**src/rtl/sercore_pkg.sv**
```systemverilog
package sercore_pkg;

  typedef enum logic [2:0] {
    RA_RXDATA  = 3'd0,
    RA_TXDATA  = 3'd1,
    RA_STATUS  = 3'd2,
    RA_CTRL    = 3'd3,
    RA_DIVISOR = 3'd4,
    RA_MATCH   = 3'd5
  } reg_addr_e;

  // status / control bit positions (enables share the flag positions)
  localparam int SB_PE   = 0;
  localparam int SB_FE   = 1;
  localparam int SB_BRK  = 2;
  localparam int SB_ROE  = 3;
  localparam int SB_TMT  = 5;
  localparam int SB_TRDY = 6;
  localparam int SB_RRDY = 7;
  localparam int SB_ERR  = 8;
  localparam int SB_DCTS = 10;
  localparam int SB_CTS  = 11;
  localparam int SB_RTS  = 11;
  localparam int SB_EOP  = 12;

  localparam logic [31:0] IRQ_SRC_MASK = (32'd1 << SB_TMT) | (32'd1 << SB_TRDY) |
                                         (32'd1 << SB_RRDY) | (32'd1 << SB_ERR) |
                                         (32'd1 << SB_DCTS) | (32'd1 << SB_EOP);
  localparam logic [31:0] CTRL_MASK = IRQ_SRC_MASK | (32'd1 << SB_RTS);

  typedef enum logic [1:0] {
    RX_IDLE  = 2'd0,
    RX_START = 2'd1,
    RX_BITS  = 2'd2,
    RX_HOLD  = 2'd3
  } rx_state_e;

endpackage

```
**src/rtl/sercore_sync.sv**
```systemverilog
module sercore_sync #(
  parameter int   STAGES  = 2,
  parameter logic RST_VAL = 1'b0
) (
  input  logic clk,
  input  logic rst_n,
  input  logic d,
  output logic q
);
  logic [STAGES-1:0] chain_q;

  generate
    if (STAGES == 1) begin : g_single
      always_ff @(posedge clk) begin
        if (!rst_n) chain_q <= RST_VAL;
        else        chain_q <= d;
      end
    end else begin : g_multi
      always_ff @(posedge clk) begin
        if (!rst_n) chain_q <= {STAGES{RST_VAL}};
        else        chain_q <= {chain_q[STAGES-2:0], d};
      end
    end
  endgenerate

  assign q = chain_q[STAGES-1];
endmodule

```
**src/rtl/sercore_tx.sv**
```systemverilog
module sercore_tx #(
  parameter int CHAR_W = 8,
  parameter int DIV_W  = 16
) (
  input  logic              clk,
  input  logic              rst_n,
  input  logic [DIV_W-1:0]  div,
  input  logic              load,
  input  logic [CHAR_W-1:0] load_data,
  output logic              hold_full,
  output logic              busy,
  output logic              txd
);
  localparam int FRAME_BITS = CHAR_W + 2;
  localparam int IDX_W      = $clog2(FRAME_BITS);
  localparam logic [IDX_W-1:0] LAST_IDX = IDX_W'(FRAME_BITS - 1);

  logic [CHAR_W-1:0] hold_q;
  logic [CHAR_W:0]   shift_q;
  logic [IDX_W-1:0]  idx_q;
  logic [DIV_W-1:0]  cnt_q;
  logic              start_shift;

  assign start_shift = hold_full && !busy;

  always_ff @(posedge clk) begin
    if (!rst_n) begin
      hold_full <= 1'b0;
      hold_q    <= '0;
      busy      <= 1'b0;
      shift_q   <= '1;
      idx_q     <= '0;
      cnt_q     <= '0;
      txd       <= 1'b1;
    end else begin
      // holding register: a write while full is dropped
      if (load && !hold_full) begin
        hold_full <= 1'b1;
        hold_q    <= load_data;
      end else if (start_shift) begin
        hold_full <= 1'b0;
      end

      if (start_shift) begin
        busy    <= 1'b1;
        shift_q <= {1'b1, hold_q};
        idx_q   <= '0;
        cnt_q   <= div;
        txd     <= 1'b0;
      end else if (busy) begin
        if (cnt_q == '0) begin
          if (idx_q == LAST_IDX) begin
            busy <= 1'b0;
          end else begin
            txd     <= shift_q[0];
            shift_q <= {1'b1, shift_q[CHAR_W:1]};
            idx_q   <= idx_q + 1'b1;
            cnt_q   <= div;
          end
        end else begin
          cnt_q <= cnt_q - 1'b1;
        end
      end
    end
  end
endmodule

```
**src/rtl/sercore_rx.sv**
```systemverilog
module sercore_rx
  import sercore_pkg::*;
#(
  parameter int CHAR_W = 8,
  parameter int DIV_W  = 16
) (
  input  logic              clk,
  input  logic              rst_n,
  input  logic [DIV_W-1:0]  div,
  input  logic              rx_s,
  output logic              done,
  output logic [CHAR_W-1:0] data,
  output logic              frame_err,
  output logic              brk
);
  localparam int IDX_W = $clog2(CHAR_W + 1);
  localparam logic [IDX_W-1:0] STOP_IDX = IDX_W'(CHAR_W);

  rx_state_e         state_q;
  logic [DIV_W-1:0]  cnt_q;
  logic [IDX_W-1:0]  idx_q;
  logic [CHAR_W-1:0] shift_q;
  logic              all_zero_q;

  always_ff @(posedge clk) begin
    if (!rst_n) begin
      state_q    <= RX_IDLE;
      cnt_q      <= '0;
      idx_q      <= '0;
      shift_q    <= '0;
      all_zero_q <= 1'b1;
      done       <= 1'b0;
      data       <= '0;
      frame_err  <= 1'b0;
      brk        <= 1'b0;
    end else begin
      done <= 1'b0;
      unique case (state_q)
        RX_IDLE: begin
          if (!rx_s) begin
            state_q <= RX_START;
            cnt_q   <= div >> 1;
          end
        end
        RX_START: begin
          if (cnt_q == '0) begin
            if (rx_s) begin
              state_q <= RX_IDLE;          // glitch, not a start bit
            end else begin
              state_q    <= RX_BITS;
              cnt_q      <= div;
              idx_q      <= '0;
              all_zero_q <= 1'b1;
            end
          end else begin
            cnt_q <= cnt_q - 1'b1;
          end
        end
        RX_BITS: begin
          if (cnt_q == '0) begin
            cnt_q <= div;
            if (idx_q != STOP_IDX) begin
              shift_q <= {rx_s, shift_q[CHAR_W-1:1]};
              if (rx_s) all_zero_q <= 1'b0;
              idx_q <= idx_q + 1'b1;
            end else begin
              done      <= 1'b1;
              data      <= shift_q;
              frame_err <= !rx_s;
              brk       <= all_zero_q && !rx_s;
              state_q   <= rx_s ? RX_IDLE : RX_HOLD;
            end
          end else begin
            cnt_q <= cnt_q - 1'b1;
          end
        end
        RX_HOLD: begin
          if (rx_s) state_q <= RX_IDLE;
        end
        default: state_q <= RX_IDLE;
      endcase
    end
  end
endmodule

```
**src/rtl/serial_port_core.sv**
```systemverilog
module serial_port_core
  import sercore_pkg::*;
#(
  parameter int CHAR_W      = 8,
  parameter int DIV_W       = 16,
  parameter int DIV_INIT    = 433,
  parameter int SYNC_STAGES = 2
) (
  input  logic        clk,
  input  logic        rst_n,
  input  logic [2:0]  reg_addr,
  input  logic        reg_wr,
  input  logic        reg_rd,
  input  logic [31:0] reg_wdata,
  output logic [31:0] reg_rdata,
  output logic        txd,
  input  logic        rxd,
  input  logic        cts_in,
  output logic        rts_out,
  output logic        irq
);
  localparam int WORD_W = 32;

  logic [DIV_W-1:0]  div_q;
  logic [CHAR_W-1:0] match_q;
  logic [WORD_W-1:0] ctrl_q;
  logic [CHAR_W-1:0] rx_buf_q;
  logic fe_q, brk_q, roe_q, rrdy_q, dcts_q, eop_q, cts_prev_q;
  logic [WORD_W-1:0] status_w;

  logic wr_tx, wr_stat, wr_ctrl, wr_div, wr_match, rd_rx;
  assign wr_tx    = reg_wr && (reg_addr == RA_TXDATA);
  assign wr_stat  = reg_wr && (reg_addr == RA_STATUS);
  assign wr_ctrl  = reg_wr && (reg_addr == RA_CTRL);
  assign wr_div   = reg_wr && (reg_addr == RA_DIVISOR);
  assign wr_match = reg_wr && (reg_addr == RA_MATCH);
  assign rd_rx    = reg_rd && (reg_addr == RA_RXDATA);

  // line synchronizers
  logic rx_s, cts_s;
  sercore_sync #(.STAGES(SYNC_STAGES), .RST_VAL(1'b1)) u_rx_sync (
    .clk(clk), .rst_n(rst_n), .d(rxd), .q(rx_s));
  sercore_sync #(.STAGES(SYNC_STAGES), .RST_VAL(1'b0)) u_cts_sync (
    .clk(clk), .rst_n(rst_n), .d(cts_in), .q(cts_s));

  // transmitter
  logic tx_hold_full, tx_busy;
  sercore_tx #(.CHAR_W(CHAR_W), .DIV_W(DIV_W)) u_tx (
    .clk(clk), .rst_n(rst_n), .div(div_q), .load(wr_tx),
    .load_data(reg_wdata[CHAR_W-1:0]), .hold_full(tx_hold_full),
    .busy(tx_busy), .txd(txd));

  // receiver
  logic              rx_done, rx_ferr, rx_brk;
  logic [CHAR_W-1:0] rx_data;
  sercore_rx #(.CHAR_W(CHAR_W), .DIV_W(DIV_W)) u_rx (
    .clk(clk), .rst_n(rst_n), .div(div_q), .rx_s(rx_s), .done(rx_done),
    .data(rx_data), .frame_err(rx_ferr), .brk(rx_brk));

  // sticky event sources
  logic set_fe, set_brk, set_roe, set_dcts, set_eop;
  assign set_fe   = rx_done && rx_ferr;
  assign set_brk  = rx_done && rx_brk;
  assign set_roe  = rx_done && rrdy_q && !rd_rx;
  assign set_dcts = cts_s != cts_prev_q;
  assign set_eop  = rx_done && (rx_data == match_q);

  always_ff @(posedge clk) begin
    if (!rst_n) begin
      div_q      <= DIV_W'(DIV_INIT);
      match_q    <= '0;
      ctrl_q     <= '0;
      rx_buf_q   <= '0;
      fe_q       <= 1'b0;
      brk_q      <= 1'b0;
      roe_q      <= 1'b0;
      rrdy_q     <= 1'b0;
      dcts_q     <= 1'b0;
      eop_q      <= 1'b0;
      cts_prev_q <= 1'b0;
    end else begin
      if (wr_div)   div_q   <= reg_wdata[DIV_W-1:0];
      if (wr_match) match_q <= reg_wdata[CHAR_W-1:0];
      if (wr_ctrl)  ctrl_q  <= reg_wdata & CTRL_MASK;
      cts_prev_q <= cts_s;

      if (rx_done) begin
        rx_buf_q <= rx_data;
        rrdy_q   <= 1'b1;
      end else if (rd_rx) begin
        rrdy_q   <= 1'b0;
      end

      // a new event wins over a clear in the same cycle
      fe_q   <= set_fe   || (fe_q   && !wr_stat);
      brk_q  <= set_brk  || (brk_q  && !wr_stat);
      roe_q  <= set_roe  || (roe_q  && !wr_stat);
      dcts_q <= set_dcts || (dcts_q && !wr_stat);
      eop_q  <= set_eop  || (eop_q  && !wr_stat);
    end
  end

  always_comb begin
    status_w          = '0;
    status_w[SB_PE]   = 1'b0;
    status_w[SB_FE]   = fe_q;
    status_w[SB_BRK]  = brk_q;
    status_w[SB_ROE]  = roe_q;
    status_w[SB_TMT]  = !tx_busy && !tx_hold_full;
    status_w[SB_TRDY] = !tx_hold_full;
    status_w[SB_RRDY] = rrdy_q;
    status_w[SB_ERR]  = fe_q | brk_q | roe_q;
    status_w[SB_DCTS] = dcts_q;
    status_w[SB_CTS]  = cts_s;
    status_w[SB_EOP]  = eop_q;
  end

  always_comb begin
    unique case (reg_addr)
      RA_RXDATA:  reg_rdata = WORD_W'(rx_buf_q);
      RA_STATUS:  reg_rdata = status_w;
      RA_CTRL:    reg_rdata = ctrl_q;
      RA_DIVISOR: reg_rdata = WORD_W'(div_q);
      RA_MATCH:   reg_rdata = WORD_W'(match_q);
      default:    reg_rdata = '0;
    endcase
  end

  assign irq     = |(status_w & ctrl_q & IRQ_SRC_MASK);
  assign rts_out = ctrl_q[SB_RTS];
endmodule

```
**config.mk**
```make
export PLATFORM = sky130hd
export DESIGN_NAME = serial_port_core
export DESIGN_NICKNAME = d
export VERILOG_FILES = /design/src/rtl/sercore_pkg.sv /design/src/rtl/sercore_sync.sv /design/src/rtl/sercore_tx.sv /design/src/rtl/sercore_rx.sv /design/src/rtl/serial_port_core.sv
export SDC_FILE = /design/constraint.sdc
export NUM_CORES = 1
export LEC_CHECK = 0
export CAP_MARGIN = 15
export CORE_MARGIN = 10
export CORE_UTILIZATION = 35
export CTS_CLUSTER_DIAMETER = 40
export CTS_CLUSTER_SIZE = 12
export DETAILED_ROUTE_END_ITERATION = 7
export PLACE_DENSITY_LB_ADDON = 0.3
export SLEW_MARGIN = 20
export SYNTH_ARGS = -nofsm -noshare
export SYNTH_HDL_FRONTEND = slang
export SYNTH_SLANG_ARGS = --single-unit
```
**constraint.sdc**
```tcl
create_clock -name clk -period 2.44 [get_ports clk]
set_input_delay 0.488 -clock clk [delete_from_list [all_inputs] [get_ports clk]]
set_output_delay 0.488 -clock clk [all_outputs]
set_load 0.01 [all_outputs]
```
* Word level (Yosys, flattened, before mapping)
Index checks and enable logic that the tools add are counted.
Storage, ports and cells: memory bits (read-only) 0, flip-flop bits (word level) 131, memories 0, logic and storage cells 160, input port bits 41, latch bits 0, output and inout port bits 35, bits in writable memories 0
Cells by class: equality and inequality tests 23, bitwise logic cells 6, reduce and logical (&&, ||, !) cells 52, div/mod/pow operators 0, multipliers 0, add/subtract/negate cells 4, $lt $le $gt $ge 0, shift operators 0, mux-type cells 46
Operators with widths (number):
- $mux W16 | 8
- $pmux W16 S5 | 1
- $pmux W16 S3 | 1
- $logic_not A16 Y1 | 2
- $mux W8 | 4
- $sub A16 B1 Y16 const B | 2
- $logic_and A1 B1 Y1 | 20
- $mux W1 | 18
- $reduce_and A3 Y1 | 6
- $mux W4 | 4
- $mux W2 | 7
- $and A13 B13 Y13 | 1
- $ne A2 B2 Y1 const B | 5
- $reduce_and A5 Y1 | 2
- $reduce_bool A2 Y1 | 5
- $add A4 B1 Y4 const B | 2
- $eq A8 B8 Y1 | 1
- $ne A2 B1 Y1 const B | 4
- $pmux W2 S4 | 1
- $pmux W4 S2 | 1
- $eq A3 B2 Y1 const B | 2
- $eq A3 B3 Y1 const B | 2
- $reduce_and A6 Y1 | 1
- $reduce_or A6 Y1 | 1
- 18 further kinds | 30

* Longest topological paths before layout
depth in word-level cells 5, gate-level depth with buffers 10, depth with buffers taken out 7

* Modules after synthesis
From an unflattened synthesis, not the netlist that was laid out.
Unflattened totals: cell total of the unflattened synthesis 809, area, all modules 6971.7 sq um
Modules (own cells, without submodules):
- serial_port_core | sequential area each 920.9 sq um, instances 1, cells an instance 273, area an instance 2411.1 sq um
- sercore_rx | sequential area each 840.8 sq um, instances 1, cells an instance 295, area an instance 2371.0 sq um
- sercore_tx | sequential area each 780.7 sq um, instances 1, cells an instance 233, area an instance 2084.5 sq um
- sercore_sync | sequential area each 40.0 sq um, instances 2, cells an instance 4, area an instance 52.6 sq um

* Worst setup path after synthesis
No wires, ideal clock.
path type register -> register, start reg u_tx.cnt_q[0], end reg u_tx.shift_q[1], path buffers 1, setup time 0.135 ns, required time 2.305 ns, cell stages (with the launch flop) 9, data arrival time 1.833 ns, setup slack 0.472 ns, clock period less this slack 1.968 ns, path through dfxtp_1 -> inv_1 -> ha_1 -> nor4b_1 -> nand4_1 -> nor3_2 -> buf_4 -> mux2i_1 -> a21oi_1
Between the ends: longest elaborated chain between the ends 3
Ends and longest elaborated chain:
- start: declaration | RTL line sercore_tx.sv:21 | logic [DIV_W-1:0] cnt_q;
- start signal: assignment | RTL line sercore_tx.sv:48 | cnt_q <= div;
- start signal: assignment | RTL line sercore_tx.sv:58 | cnt_q <= div;
- start signal: assignment | RTL line sercore_tx.sv:61 | cnt_q <= cnt_q - 1'b1;
- $logic_not A16 Y1 | RTL line sercore_tx.sv:51 | if (cnt_q == '0) begin
- $reduce_bool A2 Y1 (no line)
- $reduce_and A3 Y1 (no line)
- end signal: assignment | RTL line sercore_tx.sv:46 | shift_q <= {1'b1, hold_q};
- end signal: assignment | RTL line sercore_tx.sv:56 | shift_q <= {1'b1, shift_q[CHAR_W:1]};
- end: declaration | RTL line sercore_tx.sv:19 | logic [CHAR_W:0] shift_q;
Every way passes these cells. A chain may end at the register's enable or synchronous reset.

* Final worst setup path
start reg fe_q, end out irq
Between the ends: longest elaborated chain between the ends 4
Ends and longest elaborated chain:
- start: declaration | RTL line serial_port_core.sv:28 | logic fe_q, brk_q, roe_q, rrdy_q, dcts_q, eop_q, cts_prev_q;
- start signal: assignment | RTL line serial_port_core.sv:95 | fe_q <= set_fe || (fe_q && !wr_stat);
- $or A1 B1 Y1 (2 in a row) | RTL line serial_port_core.sv:112 | status_w[SB_ERR] = fe_q | brk_q | roe_q;
- $and A13 B13 Y13 | RTL line serial_port_core.sv:129 | assign irq = |(status_w & ctrl_q & IRQ_SRC_MASK);
- $reduce_or A6 Y1 | RTL line serial_port_core.sv:129
- end: declaration | RTL line serial_port_core.sv:20 | output logic irq
Every way passes these cells.

==> run metrics <==
status=complete, no violations; Std-Cell Rows=50; initial DRC count=536; core area=0.0188 mm2; dpl hpwl=14.2 mm; height of the die=159 um; CTS Buf Count=17; final worst path period share=0.948; DR DRC count=0; die area=0.0253 mm2; Cells after Synth=854; reg-to-reg critical path endpoint=u_rx.all_zero_q; Sink Count=131; fmax=0.432 GHz; r2r worst-path depth=6; Post-Synthesis Cell Area=0.00676 mm2; sequential share of power=0.298; initial antenna violation count=0; Synth cell types=67; Seq/Total Area, Yosys=0.388; dominant synthesized flop cell=dfxtp_1; post-synthesis mux area share=0.0683; clk_lat worst skew=420 ps; Hold Path Origin=u_rx_sync.chain_q[0]; Sw Share=0.387; GRT Residual Overflow=0; drt first pass iters=5; Min-Delay Path Depth=1; power per cell area=1040 mW/mm2; Lkg Pwr=3.22 nW; final hold vios=0; Synth Area in Simple Gates=0.241; Slew Limit Headroom=0.556; layout cell share with drive strength beyond 1=0.128; Max VDD drop=0.486 mV; Synth Register Bits=131; Root Buffer=clkbuf_16; CTS tree=yes; Slew @ Worst Pin=667 ps; DP Cell Count=1161; WS Path Type=reg2out; combinational fraction of design power=0.405; Worst Hold End=u_rx_sync.chain_q[1]; Synth Area in Compound Gates=0.185; drt total wl=19.8 mm; CP arrival=1830 ps; CTS H-tree depth=4; RSZ-0062 raised after global routing=false; total number of vias=6271; Synth Area per Inst=7.91 um2; DR WL/cell=16.6 um; R2R Path Start=u_rx.cnt_q[1]; final setup TNS=0 ps; Clock transition at path regs=70 ps; Required @ worst endpoint=1950 ps; largest family of logic cells by synthesized area=simple AND/OR/NAND/NOR gates; CTS max path bufs=2; max-slew violations=0; reg-to-reg slack, setup=200 ps; post-synthesis adder-cell area fraction=0.0241; max-cap viol count=0; DRT antenna net count=0; Synth warnings=0; fin cells=1195; Ports=76; # port buffers=43; Psw=3.36 mW; worst hold path type=reg2reg; Async SR Flop Fraction=0; pin count of the biggest net entering global routing=75; initial core utilization=0.359; fin nets=975; EDFF count, synth=0; minimum clock period=2310 ps; area grow syn2layout=23.2%; Synth Area in XOR/XNOR=0.0259; commonest non-fill, non-tap cells in the layout=141 x nand2_1, 130 x dfxtp_1, 108 x a21oi_1; RD Place Congestion=0.867; gr usage total=0.153; global-route wire length before repair=32.0 mm; Worst Setup SP=fe_q; Die W=159 um; CP startpoint kind=register; clock share of power=0.297; most common cell after layout, fill and taps aside=nand2_1; endpoints failing setup=0; DR vias/cell=5.25; CP Max Fanout=3; P_int=5.33 mW; nature of the critical path endpoint=output pin; Clock Skew=9.26 ps; vias in the first global route=5950
==> cell usage after synthesis, types with 15 or more instances <==
cell type	number	area, um2
inv_1	32	120
mux2i_1	45	450
nor2_1	61	229
clkbuf_1	37	139
nand3_1	18	90.1
a21oi_1	108	541
buf_4	17	128
nor3_1	28	140
dfxtp_1	131	2620
nor4_1	15	93.8
o21ai_0	24	120
o22ai_1	16	100
nand2_1	141	529
==> final cells by class <==
class                   count  area [um2]
clock buffers              18         439
inverters                  32         120
repair buffers            100         906
flip-flops and latches    131        2620
clock inverters            14         151
fillers                  1905       10500
multi-input cells         639        3760
well taps                 260         325
diodes                      1        2.50
==> cell families after synthesis <==
logic type | Yosys count
buffers and inverters | 99
muxes | 46
AOI/OAI and AO/OA | 211
xor gates and xnor gates | 20
other | 1
and+or+nand+nor | 333
adders and majority gates | 13
DFF | 131
==> timing repair <==
item                       in CTS  in global routing
buffers inserted                1                  0
hold buffers                    0                  0
setup endpoints to repair      16                 19
resized for setup              21                 13
pin swaps                       0                  1
==> flip-flops by register name, summed over array words and instances (netlist names), 4 cells and up <==
register / flops
u_rx.idx_q: 4
u_tx.shift_q: 8
u_tx.hold_q: 8
ctrl_q: 7
div_q: 16
u_rx.data: 8
match_q: 8
rx_buf_q: 8
u_rx.cnt_q: 16
u_rx.shift_q: 8
u_tx.idx_q: 4
u_tx.cnt_q: 16
==> through the flow <==
stage / util / total power [mW] / cell area [um2] / hold WS [ps] / setup WS [ps]
final: 0.442 / 8.70 / 8330 / 409 / 127
after global routing: 0.442 / 9.23 / 8320 / 421 / 2.33
after CTS: 0.441 / 8.67 / 8310 / 414 / 30.7
after detailed placement: 0.410 / 6.09 / 7720 / 405 / -284
after global placement: 0.410 / 6.06 / 7720 / 397 / -274
after floorplan: - / 5.09 / 6820 / 386 / 472
==> how the worst max path moves through the flow <==
stage | end | slack [ps]
3_3_place_gp | reg_rdata[6] | -270
2_1_floorplan | u_tx.shift_q[1] | 470
4_1_cts | reg_rdata[4] | 30
5_1_grt | irq | 2
3_5_place_dp | reg_rdata[5] | -280
6_report | irq | 130
==> power by group through the flow <==
stage	logic, mW	clock network [mW]	registers (mW)
2_1_floorplan	2.53	0	2.56
3_3_place_gp	3.44	0	2.62
3_5_place_dp	3.47	0	2.62
4_1_cts	3.48	2.62	2.57
5_1_grt	3.90	2.71	2.62
6_report	3.52	2.59	2.59
==> routing by layer <==
metal / up-vias / part of all wire / track usage
li1: 3110 / - / -
met1: 2957 / 0.47 / 0.199
met2: 170 / 0.45 / 0.233
met3: 34 / 0.053 / 0.0385
met4: 0 / 0.026 / 0.0657
met5: - / 0 / 0
==> critical path, stage by stage (launching register included) <==
cell and delay, ps:
dfxtp_1 330, nor3_1 370, o221ai_1 160, clkdlybuf4s50_1 540
Note: power is estimated with default switching activity, not from simulation.
